<file path="config.mk">
export PLATFORM = sky130hd
export DESIGN_NAME = can_env_reasm
export DESIGN_NICKNAME = d
export VERILOG_FILES = /design/src/rtl/can_env_pkg.sv /design/src/rtl/can_env_classify.sv /design/src/rtl/can_env_crc16.sv /design/src/rtl/can_env_satcnt.sv /design/src/rtl/can_env_reasm.sv
export SDC_FILE = /design/constraint.sdc
export NUM_CORES = 1
export LEC_CHECK = 0
export BUFFER_PORTS_ARGS = -buffer_cell sky130_fd_sc_hd__buf_2
export CELL_PAD_IN_SITES_DETAIL_PLACEMENT = 1
export CELL_PAD_IN_SITES_GLOBAL_PLACEMENT = 2
export CORE_MARGIN = 5
export CORE_UTILIZATION = 31
export DETAILED_ROUTE_END_ITERATION = 10
export PLACE_DENSITY = 0.82
export RECOVER_POWER = 100
export REMOVE_ABC_BUFFERS = 1
export SYNTH_ARGS = -nofsm -noshare
export SYNTH_HDL_FRONTEND = slang
export SYNTH_HIERARCHICAL = 1
export SYNTH_SLANG_ARGS = --single-unit
</file>
<file path="constraint.sdc">
create_clock -name clk -period 2.9 [get_ports clk]
set_clock_uncertainty 0.1 [all_clocks]
set_input_delay 0.725 -clock clk [delete_from_list [all_inputs] [get_ports clk]]
set_output_delay 0.725 -clock clk [all_outputs]
set_load 0.05 [all_outputs]
</file>
<file path="src/rtl/can_env_pkg.sv">
package can_env_pkg;

  typedef struct packed {
    logic [1:0] prio;
    logic       dir;
    logic [7:0] dev;
    logic [9:0] stream;
    logic [6:0] seq;
    logic       cont;
  } xid_t;

  typedef enum logic [1:0] {ST_IDLE, ST_UNPACK, ST_FLUSH} rs_state_t;

  localparam logic [15:0] CTRL_HEAD = 16'h0000;
  localparam logic [15:0] CTRL_TAIL = 16'h0001;
  localparam logic [15:0] CRC_SEED  = 16'hFFFF;
  localparam logic [15:0] CRC_POLY  = 16'h1021;

  function automatic logic [15:0] crc16_byte(input logic [15:0] c, input logic [7:0] b);
    logic [15:0] r;
    r = c ^ {b, 8'h00};
    for (int i = 0; i < 8; i++)
      r = r[15] ? ({r[14:0], 1'b0} ^ CRC_POLY) : {r[14:0], 1'b0};
    return r;
  endfunction

endpackage

</file>
<file path="src/rtl/can_env_classify.sv">
module can_env_classify
  import can_env_pkg::*;
#(
  parameter int BYTES = 8,
  localparam int LEN_W = $clog2(BYTES) + 1,
  localparam int DATA_W = BYTES * 8
) (
  input  logic [28:0]       id,
  input  logic [LEN_W-1:0]  len,
  input  logic [DATA_W-1:0] data,
  output xid_t              fld,
  output logic [LEN_W-1:0]  eff_len,
  output logic              head_shape,
  output logic              tail_shape,
  output logic [7:0]        head_count,
  output logic [15:0]       tail_crc
);
  logic [15:0] ctrl_id;

  assign fld        = xid_t'(id);
  assign eff_len    = (len > LEN_W'(BYTES)) ? LEN_W'(BYTES) : len;
  assign ctrl_id    = data[15:0];
  assign head_shape = (eff_len >= LEN_W'(3)) && (ctrl_id == CTRL_HEAD);
  assign tail_shape = (eff_len >= LEN_W'(4)) && (ctrl_id == CTRL_TAIL);
  assign head_count = data[23:16];
  assign tail_crc   = data[31:16];
endmodule

</file>
<file path="src/rtl/can_env_crc16.sv">
module can_env_crc16
  import can_env_pkg::*;
(
  input  logic        clk,
  input  logic        rst_n,
  input  logic        clr,
  input  logic        en,
  input  logic [7:0]  din,
  output logic [15:0] crc
);
  always_ff @(posedge clk) begin
    if (!rst_n || clr) crc <= CRC_SEED;
    else if (en)       crc <= crc16_byte(crc, din);
  end
endmodule

</file>
<file path="src/rtl/can_env_satcnt.sv">
module can_env_satcnt #(
  parameter int W = 8
) (
  input  logic         clk,
  input  logic         rst_n,
  input  logic         inc,
  output logic [W-1:0] cnt
);
  localparam logic [W-1:0] TOP = {W{1'b1}};

  always_ff @(posedge clk) begin
    if (!rst_n)                 cnt <= '0;
    else if (inc && cnt != TOP) cnt <= cnt + 1'b1;
  end
endmodule

</file>
<file path="src/rtl/can_env_reasm.sv">
module can_env_reasm
  import can_env_pkg::*;
#(
  parameter int BYTES = 8,
  parameter int CNT_W = 8,
  localparam int LEN_W = $clog2(BYTES) + 1,
  localparam int IDX_W = $clog2(BYTES),
  localparam int DATA_W = BYTES * 8
) (
  input  logic              clk,
  input  logic              rst_n,
  input  logic              in_valid,
  output logic              in_ready,
  input  logic [28:0]       in_id,
  input  logic [LEN_W-1:0]  in_len,
  input  logic [DATA_W-1:0] in_data,
  output logic              out_valid,
  input  logic              out_ready,
  output logic [7:0]        out_data,
  output logic              out_sop,
  output logic              out_eop,
  output logic              out_bad,
  output logic [7:0]        out_dev,
  output logic [9:0]        out_stream,
  output logic [CNT_W-1:0]  err_count
);
  xid_t             fld;
  logic [LEN_W-1:0] eff_len;
  logic             head_shape, tail_shape;
  logic [7:0]       head_count;
  logic [15:0]      tail_crc, crc;

  can_env_classify #(.BYTES(BYTES)) u_cls (
    .id(in_id), .len(in_len), .data(in_data), .fld(fld), .eff_len(eff_len),
    .head_shape(head_shape), .tail_shape(tail_shape),
    .head_count(head_count), .tail_crc(tail_crc)
  );

  rs_state_t         state_q;
  logic              env_open_q, in_env_q, hold_v_q, first_q, bad_q;
  logic [7:0]        env_total_q, env_seen_q, hold_b_q, dev_q;
  logic [6:0]        env_seq_q;
  logic [9:0]        stream_q;
  logic [DATA_W-1:0] fbuf_q;
  logic [LEN_W-1:0]  flen_q;
  logic [IDX_W-1:0]  fidx_q;

  // decisions for a frame on offer while idle
  logic ev, d_orphan, d_head, d_head_bad, d_single, d_empty;
  logic d_interrupt, d_seqbrk, d_final, d_tail_ok, d_crc_bad, d_notail, d_mid;
  logic err_inc, byte_step, last_byte;
  logic [7:0] cur_byte;

  always_comb begin
    ev          = in_valid && (state_q == ST_IDLE);
    d_orphan    = ev && !env_open_q && fld.cont;
    d_head      = ev && !env_open_q && !fld.cont && head_shape;
    d_head_bad  = d_head && (head_count < 8'd2);
    d_single    = ev && !env_open_q && !fld.cont && !head_shape && (eff_len != '0);
    d_empty     = ev && !env_open_q && !fld.cont && !head_shape && (eff_len == '0);
    d_interrupt = ev && env_open_q && !fld.cont;
    d_seqbrk    = ev && env_open_q && fld.cont && (fld.seq != env_seq_q + 7'd1);
    d_final     = ev && env_open_q && fld.cont && !d_seqbrk &&
                  (env_seen_q == env_total_q - 8'd1);
    d_tail_ok   = d_final && tail_shape;
    d_crc_bad   = d_tail_ok && (tail_crc != crc);
    d_notail    = d_final && !tail_shape;
    d_mid       = ev && env_open_q && fld.cont && !d_seqbrk && !d_final;
    err_inc     = d_orphan || d_head_bad || d_empty || d_interrupt ||
                  d_seqbrk || d_notail || d_crc_bad;
  end

  assign in_ready  = (state_q == ST_IDLE) && !(env_open_q && !fld.cont);
  assign cur_byte  = fbuf_q[{fidx_q, 3'b000} +: 8];
  assign byte_step = (state_q == ST_UNPACK) && (!hold_v_q || out_ready);
  assign last_byte = (LEN_W'(fidx_q) + 1'b1 == flen_q);

  assign out_valid  = hold_v_q && (state_q != ST_IDLE);
  assign out_data   = hold_b_q;
  assign out_sop    = first_q;
  assign out_eop    = (state_q == ST_FLUSH);
  assign out_bad    = (state_q == ST_FLUSH) && bad_q;
  assign out_dev    = dev_q;
  assign out_stream = stream_q;

  can_env_crc16 u_crc (
    .clk(clk), .rst_n(rst_n), .clr(d_head && !d_head_bad),
    .en(byte_step && in_env_q), .din(cur_byte), .crc(crc)
  );

  can_env_satcnt #(.W(CNT_W)) u_err (
    .clk(clk), .rst_n(rst_n), .inc(err_inc), .cnt(err_count)
  );

  always_ff @(posedge clk) begin
    if (!rst_n) begin
      state_q     <= ST_IDLE;
      env_open_q  <= 1'b0;
      in_env_q    <= 1'b0;
      hold_v_q    <= 1'b0;
      first_q     <= 1'b0;
      bad_q       <= 1'b0;
      env_total_q <= '0;
      env_seen_q  <= '0;
      env_seq_q   <= '0;
      hold_b_q    <= '0;
      dev_q       <= '0;
      stream_q    <= '0;
      fbuf_q      <= '0;
      flen_q      <= '0;
      fidx_q      <= '0;
    end else begin
      unique case (state_q)
        ST_IDLE: begin
          if (d_head && !d_head_bad) begin
            env_open_q  <= 1'b1;
            env_total_q <= head_count;
            env_seen_q  <= 8'd1;
            env_seq_q   <= fld.seq;
            dev_q       <= fld.dev;
            stream_q    <= fld.stream;
            first_q     <= 1'b1;
          end
          if (d_single) begin
            fbuf_q   <= in_data;
            flen_q   <= eff_len;
            fidx_q   <= '0;
            in_env_q <= 1'b0;
            dev_q    <= fld.dev;
            stream_q <= fld.stream;
            first_q  <= 1'b1;
            state_q  <= ST_UNPACK;
          end
          if (d_interrupt || d_seqbrk || d_notail) begin
            env_open_q <= 1'b0;
            bad_q      <= 1'b1;
            state_q    <= ST_FLUSH;
          end
          if (d_tail_ok) begin
            env_open_q <= 1'b0;
            bad_q      <= d_crc_bad;
            state_q    <= ST_FLUSH;
          end
          if (d_mid) begin
            env_seen_q <= env_seen_q + 8'd1;
            env_seq_q  <= fld.seq;
            if (eff_len != '0) begin
              fbuf_q   <= in_data;
              flen_q   <= eff_len;
              fidx_q   <= '0;
              in_env_q <= 1'b1;
              state_q  <= ST_UNPACK;
            end
          end
        end
        ST_UNPACK: begin
          if (byte_step) begin
            hold_b_q <= cur_byte;
            hold_v_q <= 1'b1;
            if (hold_v_q) first_q <= 1'b0;
            fidx_q <= fidx_q + 1'b1;
            if (last_byte) begin
              if (in_env_q) state_q <= ST_IDLE;
              else begin
                bad_q   <= 1'b0;
                state_q <= ST_FLUSH;
              end
            end
          end
        end
        ST_FLUSH: begin
          if (!hold_v_q) state_q <= ST_IDLE;
          else if (out_ready) begin
            hold_v_q <= 1'b0;
            first_q  <= 1'b0;
            state_q  <= ST_IDLE;
          end
        end
        default: state_q <= ST_IDLE;
      endcase
    end
  end
endmodule

</file>
==> flow_metrics.py, run 1 <==
metrics = {
    "sta": {
        "max_freq_ghz": 0.326,
        "tightest_slew_ns": 0.713,
        "hold_viol_final": 0,
        "final.setup.tns_ns": -1.44,
        "setup-violations-final": 49,
        "relSlewSlack_pct": 52.7,
        "fin_crit_ns": 3.06,
        "setup_slack_ns": -0.165,
        "maxSlewViolCount": 0,
        "period_share_pct": 106,
        "rsz0062_at_grt": "yes",
    },
    "global_route": {
        "grt_max_degree": 56,
        "grt_pass1_vias": 6996,
        "grt_pass1_wl_um": 37100,
        "grt_usage_pct": 15.9,
        "grt_remaining_overflow": 0,
        "antenna_found_initial": 0,
    },
    "detailed_routing": {
        "ant_nets": 0,
        "drt-initial-drc-count": 348,
        "wl_um": 23900,
        "post-route-drc-count": 0,
        "avgViaCountPerCell": 4.93,
        "dr.pass1.iters": 6,
        "num_vias": 6923,
        "wl_per_cell_um": 17.0,
    },
    "die": {
        "die_w_um": 171,
        "fp.coreArea_um2": 25300,
        "rows": 58,
        "die_y_um": 171,
        "start_util_pct": 31.7,
        "io_pins": 140,
        "dieArea_um2": 29200,
    },
    "worst_hold_path": {
        "hold_path_class": "flop to flop",
        "holdPathEnd": "fbuf_q[27]",
        "whs_path_depth": 2,
        "min_from": "fbuf_q[27]",
    },
    "critical_path": {
        "r2r_slack_ns": -0.16,
        "reg2regPathDepth": 9,
        "criticalPathCategory": "flop to flop",
        "cp-end-kind": "flop",
        "worstPathMaxFanout": 4,
        "worst-endpoint-required_ns": 3.13,
        "regToRegStartpoint": "env_total_q[1]",
        "timing.rr.end": "u_err/cnt[6]",
        "critPathArrivalTime_ns": 3.30,
        "cp-start-kind": "flop",
    },
    "layout": {
        "mostFrequentLayoutCell": "nand2_1",
        "postLayoutCellArea_um2": 10000,
        "n_antenna_cell": 0,
        "nNetsFinal": 1170,
        "area_growth_pct": 24.8,
        "fill_cells": 2986,
        "drive_gt1_share_pct": 26.7,
        "final_cell_mix": "nand2_1 (161), dfxtp_1 (150), buf_2 (104)",
    },
    "synthesis": {
        "netlist_instances": 923,
        "netlist_area_um2": 8020,
        "synth.avg_cell_area_um2": 8.69,
        "yosys_warnings": 6,
    },
    "placed_design": {
        "post-dp-hpwl_um": 16800,
        "port_buffers": 136,
        "dpl_cell_area_um2": 9140,
        "gp_congestion": 0.828,
    },
    "clock_network": {
        "cts.reportedPaths.clkPinSlew_ns": 0.08,
        "worstSkewPairLatency_ns": 0.43,
        "cts_tree": "built",
        "numCtsBuffers": 17,
        "clock_path_buffers": 2,
        "htree_levels": 4,
        "cts_root_buffer": "clkbuf_16",
        "cts_sinks": 151,
    },
    "run_status": {
        "violations": "negative setup slack",
        "status": "finished, violations left",
    },
    "job": {
        "maxCapViolations": 0,
    },
    "power": {
        "finalPower_uw": 5700,
        "power_density_nw_per_um2": 570,
        "peakVddDrop_mv": 0.283,
        "p_leak_uw": 0.00389,
    },
}
==> state kept, by name, summed over array words and instances, names as in the netlist, 2 cells and up <==
signal and flops:
out_data 8, flen_q 4, env_seen_q 8, u_crc/crc 16, fbuf_q 64, u_err/cnt 8
state_q 2, env_seq_q 7, out_dev 8, env_total_q 8, fidx_q 3, out_stream 10
==> critical path, cell delays in order, from the launching register on <==
cell      delay (ns)
dfxtp_2         0.34
or4_4           0.59
nor4bb_4        0.31
nor3b_2         0.08
a211o_1         0.30
o211a_1         0.24
nor3_2          0.25
nand3_2         0.15
or4_4           0.43
and3_4          0.18
==> what timing repair did <==
action / 4_1_cts / 5_1_grt
buffers inserted: 3 / 6
setup endpoints to repair: 89 / 108
cloned: 0 / 2
resized for setup: 10 / 27
pin swaps: 5 / 13
hold buffers: 0 / 0
==> report_power, final <==
group / leakage (uW) / internal, uW / switching, uW
combinational: 0.00237 / 448 / 697
clock: 0.000298 / 1240 / 1050
sequential: 0.00123 / 2200 / 71.0
==> cell type report <==
type	instances	area [um^2]	area share, %
multi-input cells	650	4480	44.8
flip-flops and latches	151	3020	30.2
repair buffers	225	1430	14.3
clock buffers	17	425	4.25
well taps	330	413	4.13
clock inverters	15	175	1.75
inverters	15	56.3	0.563
==> per-stage QoR <==
stage,setup slack [ns],hold slack (ns),utilization (%),instances
after global placement,-0.402,0.333,36.1,1360
after detailed placement,-0.410,0.342,36.1,1360
after global routing,-0.234,0.366,39.5,1403
final,-0.165,0.350,39.5,1403
after CTS,-0.0679,0.351,38.8,1395
after floorplan,-2.37,0.325,-,816
==> per-layer routing <==
layer  track usage, %  wire length, um
met4             3.65              263
met1             20.3            10700
met5                0                0
met2             28.1            12300
met3             2.89              640
==> worst max path at each step <==
stage,cells after the start,slack (ns),startpoint,endpoint
after CTS,9,-0.07,env_total_q[1],u_err/cnt[6]
after floorplan,7,-2.37,in_id[3],fidx_q[2]
final,9,-0.16,env_total_q[1],u_err/cnt[6]
after global placement,15,-0.40,in_data[13],u_err/cnt[5]
after detailed placement,15,-0.41,in_data[13],u_err/cnt[5]
after global routing,9,-0.23,env_total_q[1],u_err/cnt[6]
Note: power is estimated with default switching activity, not from simulation.
==> run 2, diff against run 1 <==
REMOVE_ABC_BUFFERS = unset   (was 1)
==> flow_metrics.py, run 2 (synthesis gave the netlist of run 1 again) <==
metrics = {
    "run_status": {
        "status": "finished, violations left",
        "violations": "negative setup slack",
    },
    "clock_network": {
        "cts_root_buffer": "clkbuf_16",
        "cts_sinks": 151,
        "clock_path_buffers": 2,
        "htree_levels": 4,
        "worstSkewPairLatency_ns": 0.44,
        "numCtsBuffers": 17,
        "cts.reportedPaths.clkPinSlew_ns": 0.07,
        "cts_tree": "built",
    },
    "worst_hold_path": {
        "hold_path_class": "flop to flop",
        "min_from": "fbuf_q[36]",
        "whs_path_depth": 2,
        "holdPathEnd": "fbuf_q[36]",
    },
    "power": {
        "p_seq_share_pct": 39.2,
        "power_switching_uw": 1900,
        "clock_power_share_pct": 38.3,
        "peakVddDrop_mv": 0.289,
        "power_density_nw_per_um2": 563,
        "swShare_pct": 32.8,
        "p_leak_uw": 0.00400,
        "finalPower_uw": 5810,
        "p_comb_share_pct": 22.5,
        "intPower_uw": 3900,
    },
    "critical_path": {
        "r2r_slack_ns": -0.11,
        "reg2regPathDepth": 12,
        "worstPathMaxFanout": 4,
        "cp-startpoint": "env_total_q[0]",
        "cp-end-kind": "flop",
        "worst-endpoint-required_ns": 3.13,
        "critPathArrivalTime_ns": 3.24,
        "timing.rr.end": "u_err/cnt[5]",
        "criticalPathCategory": "flop to flop",
        "cp-start-kind": "flop",
        "regToRegStartpoint": "env_total_q[0]",
    },
    "sta": {
        "max_freq_ghz": 0.332,
        "fin_crit_ns": 3.01,
        "tightest_slew_ns": 0.717,
        "relSlewSlack_pct": 52.2,
        "setup_slack_ns": -0.108,
        "final.setup.tns_ns": -1.83,
        "rsz0062_at_grt": "yes",
        "setup-violations-final": 55,
        "period_share_pct": 104,
        "maxSlewViolCount": 0,
        "hold_slack_ns": 0.347,
        "hold_viol_final": 0,
    },
    "detailed_routing": {
        "num_vias": 7154,
        "drt-initial-drc-count": 314,
        "wl_um": 26000,
        "wl_per_cell_um": 18.3,
        "ant_nets": 0,
        "avgViaCountPerCell": 5.04,
        "post-route-drc-count": 0,
        "dr.pass1.iters": 4,
    },
    "die": {
        "rows": 58,
        "io_pins": 140,
        "fp.coreArea_um2": 25300,
        "dieArea_um2": 29200,
        "die_w_um": 171,
        "die_y_um": 171,
        "start_util_pct": 31.7,
    },
    "global_route": {
        "grt_max_degree": 117,
        "grt_usage_pct": 16.7,
        "grt_remaining_overflow": 0,
        "grt_pass1_vias": 7243,
        "grt_pass1_wl_um": 38800,
        "antenna_found_initial": 3,
    },
    "layout": {
        "postLayoutCellArea_um2": 10300,
        "nNetsFinal": 1185,
        "fill_cells": 2980,
        "register_area_um2": 3030,
        "final_cell_mix": "nand2_1 (161), dfxtp_1 (149), buf_2 (96)",
        "area_growth_pct": 28.6,
        "fin_util_pct": 40.7,
        "largest_register_ffs": 64,
        "drive_gt1_share_pct": 27.0,
        "mostFrequentLayoutCell": "nand2_1",
        "multi_input_area_um2": 4480,
        "top_register": "fbuf_q",
    },
    "job": {
        "maxCapViolations": 0,
    },
    "placed_design": {
        "gp_congestion": 0.822,
        "dpl_cell_area_um2": 9280,
        "post-dp-hpwl_um": 18000,
        "port_buffers": 136,
    },
    "synthesis": {
        "synth_fp_nets": 1033,
    },
}
[run 2: power by group through the flow]
stage	Combinational (uW)	Clock [uW]	Sequential, uW
global route	1400	2370	2290
finish	1300	2230	2280
global placement	1160	0	2320
detailed placement	1180	0	2320
CTS	1200	2280	2280
floorplan	649	0	2450
[run 2: critical path, stage by stage (launching register included)]
cell       delay (ns)
dfxtp_2          0.34
inv_2            0.07
ha_4             0.13
or3b_4           0.39
nor4_4           0.27
o2111ai_2        0.18
a211o_1          0.28
o211a_1          0.24
nor3_4           0.21
buf_6            0.15
and4_4           0.23
a31oi_1          0.08
a211oi_1         0.24
[run 2: how the worst max path moves through the flow]
stage                    to  slack, ns  cells past startpoint
3_5_place_dp   u_err/cnt[5]      -0.34                     14
2_1_floorplan  u_err/cnt[6]      -0.04                      9
6_report       u_err/cnt[5]      -0.11                     12
3_3_place_gp   u_err/cnt[5]      -0.23                     14
4_1_cts        u_err/cnt[6]      -0.11                      9
5_1_grt        u_err/cnt[5]      -0.23                     12
[run 2: timing repair]
action | 4_1_cts | 5_1_grt
setup endpoints to repair | 84 | 95
hold endpoints to repair | 0 | 0
resized for setup | 15 | 70
cloned | 0 | 11
pin swaps | 10 | 4
buffers inserted | 7 | 3
hold buffers | 0 | 0
[run 2: final cells by class]
cell class                      instances  share of cell area, %
Antenna cell                            1                 0.0243
Clock buffer                           17                   4.12
Clock inverter                         15                   1.50
Inverter                               15                  0.546
Multi-Input combinational cell        650                   43.4
Sequential cell                       151                   29.3
Tap cell                              330                   4.00
Timing Repair Buffer                  240                   17.0
[run 2: metal layers]
layer	routed length, um	track usage [%]	vias to the layer above
li1	-	-	3499
met5	14	0	-
met4	381	4.37	4
met2	13000	29.3	131
met1	11500	20.8	3488
met3	1050	3.72	32
[run 2: through the flow]
stage / std cells / setup slack, ns
finish: 1419 / -0.108
global route: 1419 / -0.225
CTS: 1404 / -0.114
detailed placement: 1365 / -0.343
global placement: 1365 / -0.234
floorplan: 923 / -0.0423
==> run 3, diff against run 2 <==
CORE_UTILIZATION = 34   (was 31)
PLACE_DENSITY = 0.85   (was 0.82)
clock period = 3.4 ns   (was 2.9 ns; I/O delays follow)
==> flow_metrics.py, run 3 (synthesis gave the netlist of run 1 again) <==
metrics = {
    "run_status": {
        "status": "finished, final reports clean",
    },
    "global_route": {
        "grt_max_degree": 112,
        "grt_pass1_wl_um": 36100,
        "grt_usage_pct": 17.0,
        "antenna_found_initial": 1,
        "use_met1_pct": 22.1,
        "grt_remaining_overflow": 0,
        "grtUsageMet3_pct": 3.18,
        "met2_usage_pct": 29.3,
        "grt_pass1_vias": 6742,
        "grt-busiest-layer": "met2",
    },
    "detailed_routing": {
        "wl_um": 22700,
        "avgViaCountPerCell": 4.99,
        "wl_per_cell_um": 16.9,
        "ant_nets": 0,
        "drt-initial-drc-count": 285,
        "num_vias": 6721,
        "dr.pass1.iters": 4,
        "post-route-drc-count": 0,
    },
    "sta": {
        "max_freq_ghz": 0.314,
        "tightest_slew_ns": 0.807,
        "period_share_pct": 93.6,
        "relSlewSlack_pct": 46.2,
        "final.setup.tns_ns": 0,
        "hold_slack_ns": 0.356,
        "fin_crit_ns": 3.18,
        "setup-violations-final": 0,
        "rsz0062_at_grt": "no",
        "setup_slack_ns": 0.218,
        "hold_viol_final": 0,
        "maxSlewViolCount": 0,
    },
    "clock_network": {
        "cts_hold_buf": 0,
        "cts.reportedPaths.clkPinSlew_ns": 0.07,
        "cts_sinks": 151,
        "numCtsBuffers": 17,
        "htree_levels": 4,
        "cts_tree": "built",
        "cts_root_buffer": "clkbuf_16",
        "worstSkewPairLatency_ns": 0.42,
        "clock_path_buffers": 2,
    },
    "layout": {
        "largest_register_ffs": 64,
        "top_register": "fbuf_q",
        "final_cell_mix": "nand2_1 (161), dfxtp_1 (151), buf_2 (95)",
        "postLayoutCellArea_um2": 9360,
        "drive_gt1_share_pct": 19.5,
        "mostFrequentLayoutCell": "nand2_1",
        "layoutNonFillerInstCount": 1348,
        "n_antenna_cell": 0,
        "area_growth_pct": 16.7,
        "nNetsFinal": 1126,
    },
    "die": {
        "dieArea_um2": 26800,
        "rows": 56,
        "die_y_um": 164,
        "fp.coreArea_um2": 23300,
        "die_w_um": 164,
        "start_util_pct": 34.4,
        "io_pins": 140,
    },
    "critical_path": {
        "crit_family": "simple AND/OR/NAND/NOR gates",
        "crit_buf_inv": 5,
        "cp_slowest_cell": "nor4_1",
        "cp-start-kind": "input port",
        "criticalPathCategory": "input port to flop",
        "path_cells": "buf_2, nor4_1, clkbuf_1, nand4_1, buf_4, nor2_1, nand2_1, nor4_1, clkbuf_1, o211a_1, nor3_4, buf_12, and4_1, a311oi_1",
        "slowest_delay_ns": 0.33,
        "worst-endpoint-required_ns": 3.63,
        "cp-end-kind": "flop",
        "worstPathMaxFanout": 6,
        "critPathArrivalTime_ns": 3.41,
    },
    "power": {
        "power_density_nw_per_um2": 495,
        "p_leak_uw": 0.00353,
        "peakVddDrop_mv": 0.306,
    },
    "worst_hold_path": {
        "hold_path_class": "flop to flop",
    },
    "placed_design": {
        "dp_cells": 1315,
        "dp_slack_ns": -0.182,
        "post-dp-hpwl_um": 16700,
        "port_buffers": 136,
        "gp_congestion": 0.783,
        "dpl_cell_area_um2": 8880,
    },
    "synthesis": {
        "synth_fp_nets": 1033,
    },
    "job": {
        "maxCapViolations": 0,
    },
}
[run 3: cell types whose count changed in the layout (fill, tap and decap cells not counted), moves of 4 or more]
cell	previous run	this run
o21ai_0	13	76
o21ai_1	64	2
buf_4	66	27
clkbuf_16	28	17
clkbuf_1	41	48
buf_12	9	4
inv_8	5	0
buf_6	6	2
[run 3: cell type report]
type	instances	area [um^2]
clock buffer	21	460
sequential	151	3020
clock inverter	11	88.8
fill	2795	14000
timing repair buffer	181	998
multi-input combinational	650	4330
tap	319	399
inverter	15	56.3
[run 3: routing by layer]
metal	wire length (um)	share of wire (%)	vias up
met2	11200	49	106
met4	264	1.2	2
li1	-	-	3360
met1	10400	46	3232
met5	13	0.057	-
met3	792	3.5	21
[run 3: worst register-to-register path: stages, from the launching register on]
cell	delay [ns]
dfxtp_1	0.36
inv_1	0.08
ha_1	0.20
or3b_1	0.42
o31a_1	0.26
o2111ai_1	0.30
a211oi_2	0.15
o41ai_4	0.36
buf_4	0.20
buf_12	0.23
clkbuf_1	0.25
o21ai_0	0.11
[run 3: report_power, final]
part           internal (uW)  switching (uW)
Combinational            327             573
Clock                    987             809
Sequential              1880            62.6
Total                   3190            1440
[run 3: what timing repair did]
action	in CTS	in global routing
resized for setup	0	3
setup endpoints to repair	0	4
buffers inserted	0	1
[run 3: path summary, 6_finish.rpt]
check	to	cells after the start	from	slack, ns
setup / recovery	u_err/cnt[7]	14	in_data[3]	0.22
hold / removal	fbuf_q[12]	2	fbuf_q[12]	0.36
setup reg to reg	fbuf_q[37]	11	env_total_q[0]	0.26
hold reg to reg	fbuf_q[12]	2	fbuf_q[12]	0.36
[run 3: stage by stage]
step           util [%]  total power (uW)
6_report           40.1              4630
5_1_grt            40.1              4850
4_1_cts            40.4              4710
3_5_place_dp       38.1              2910
3_3_place_gp       38.1              2890
2_1_floorplan         -              2640
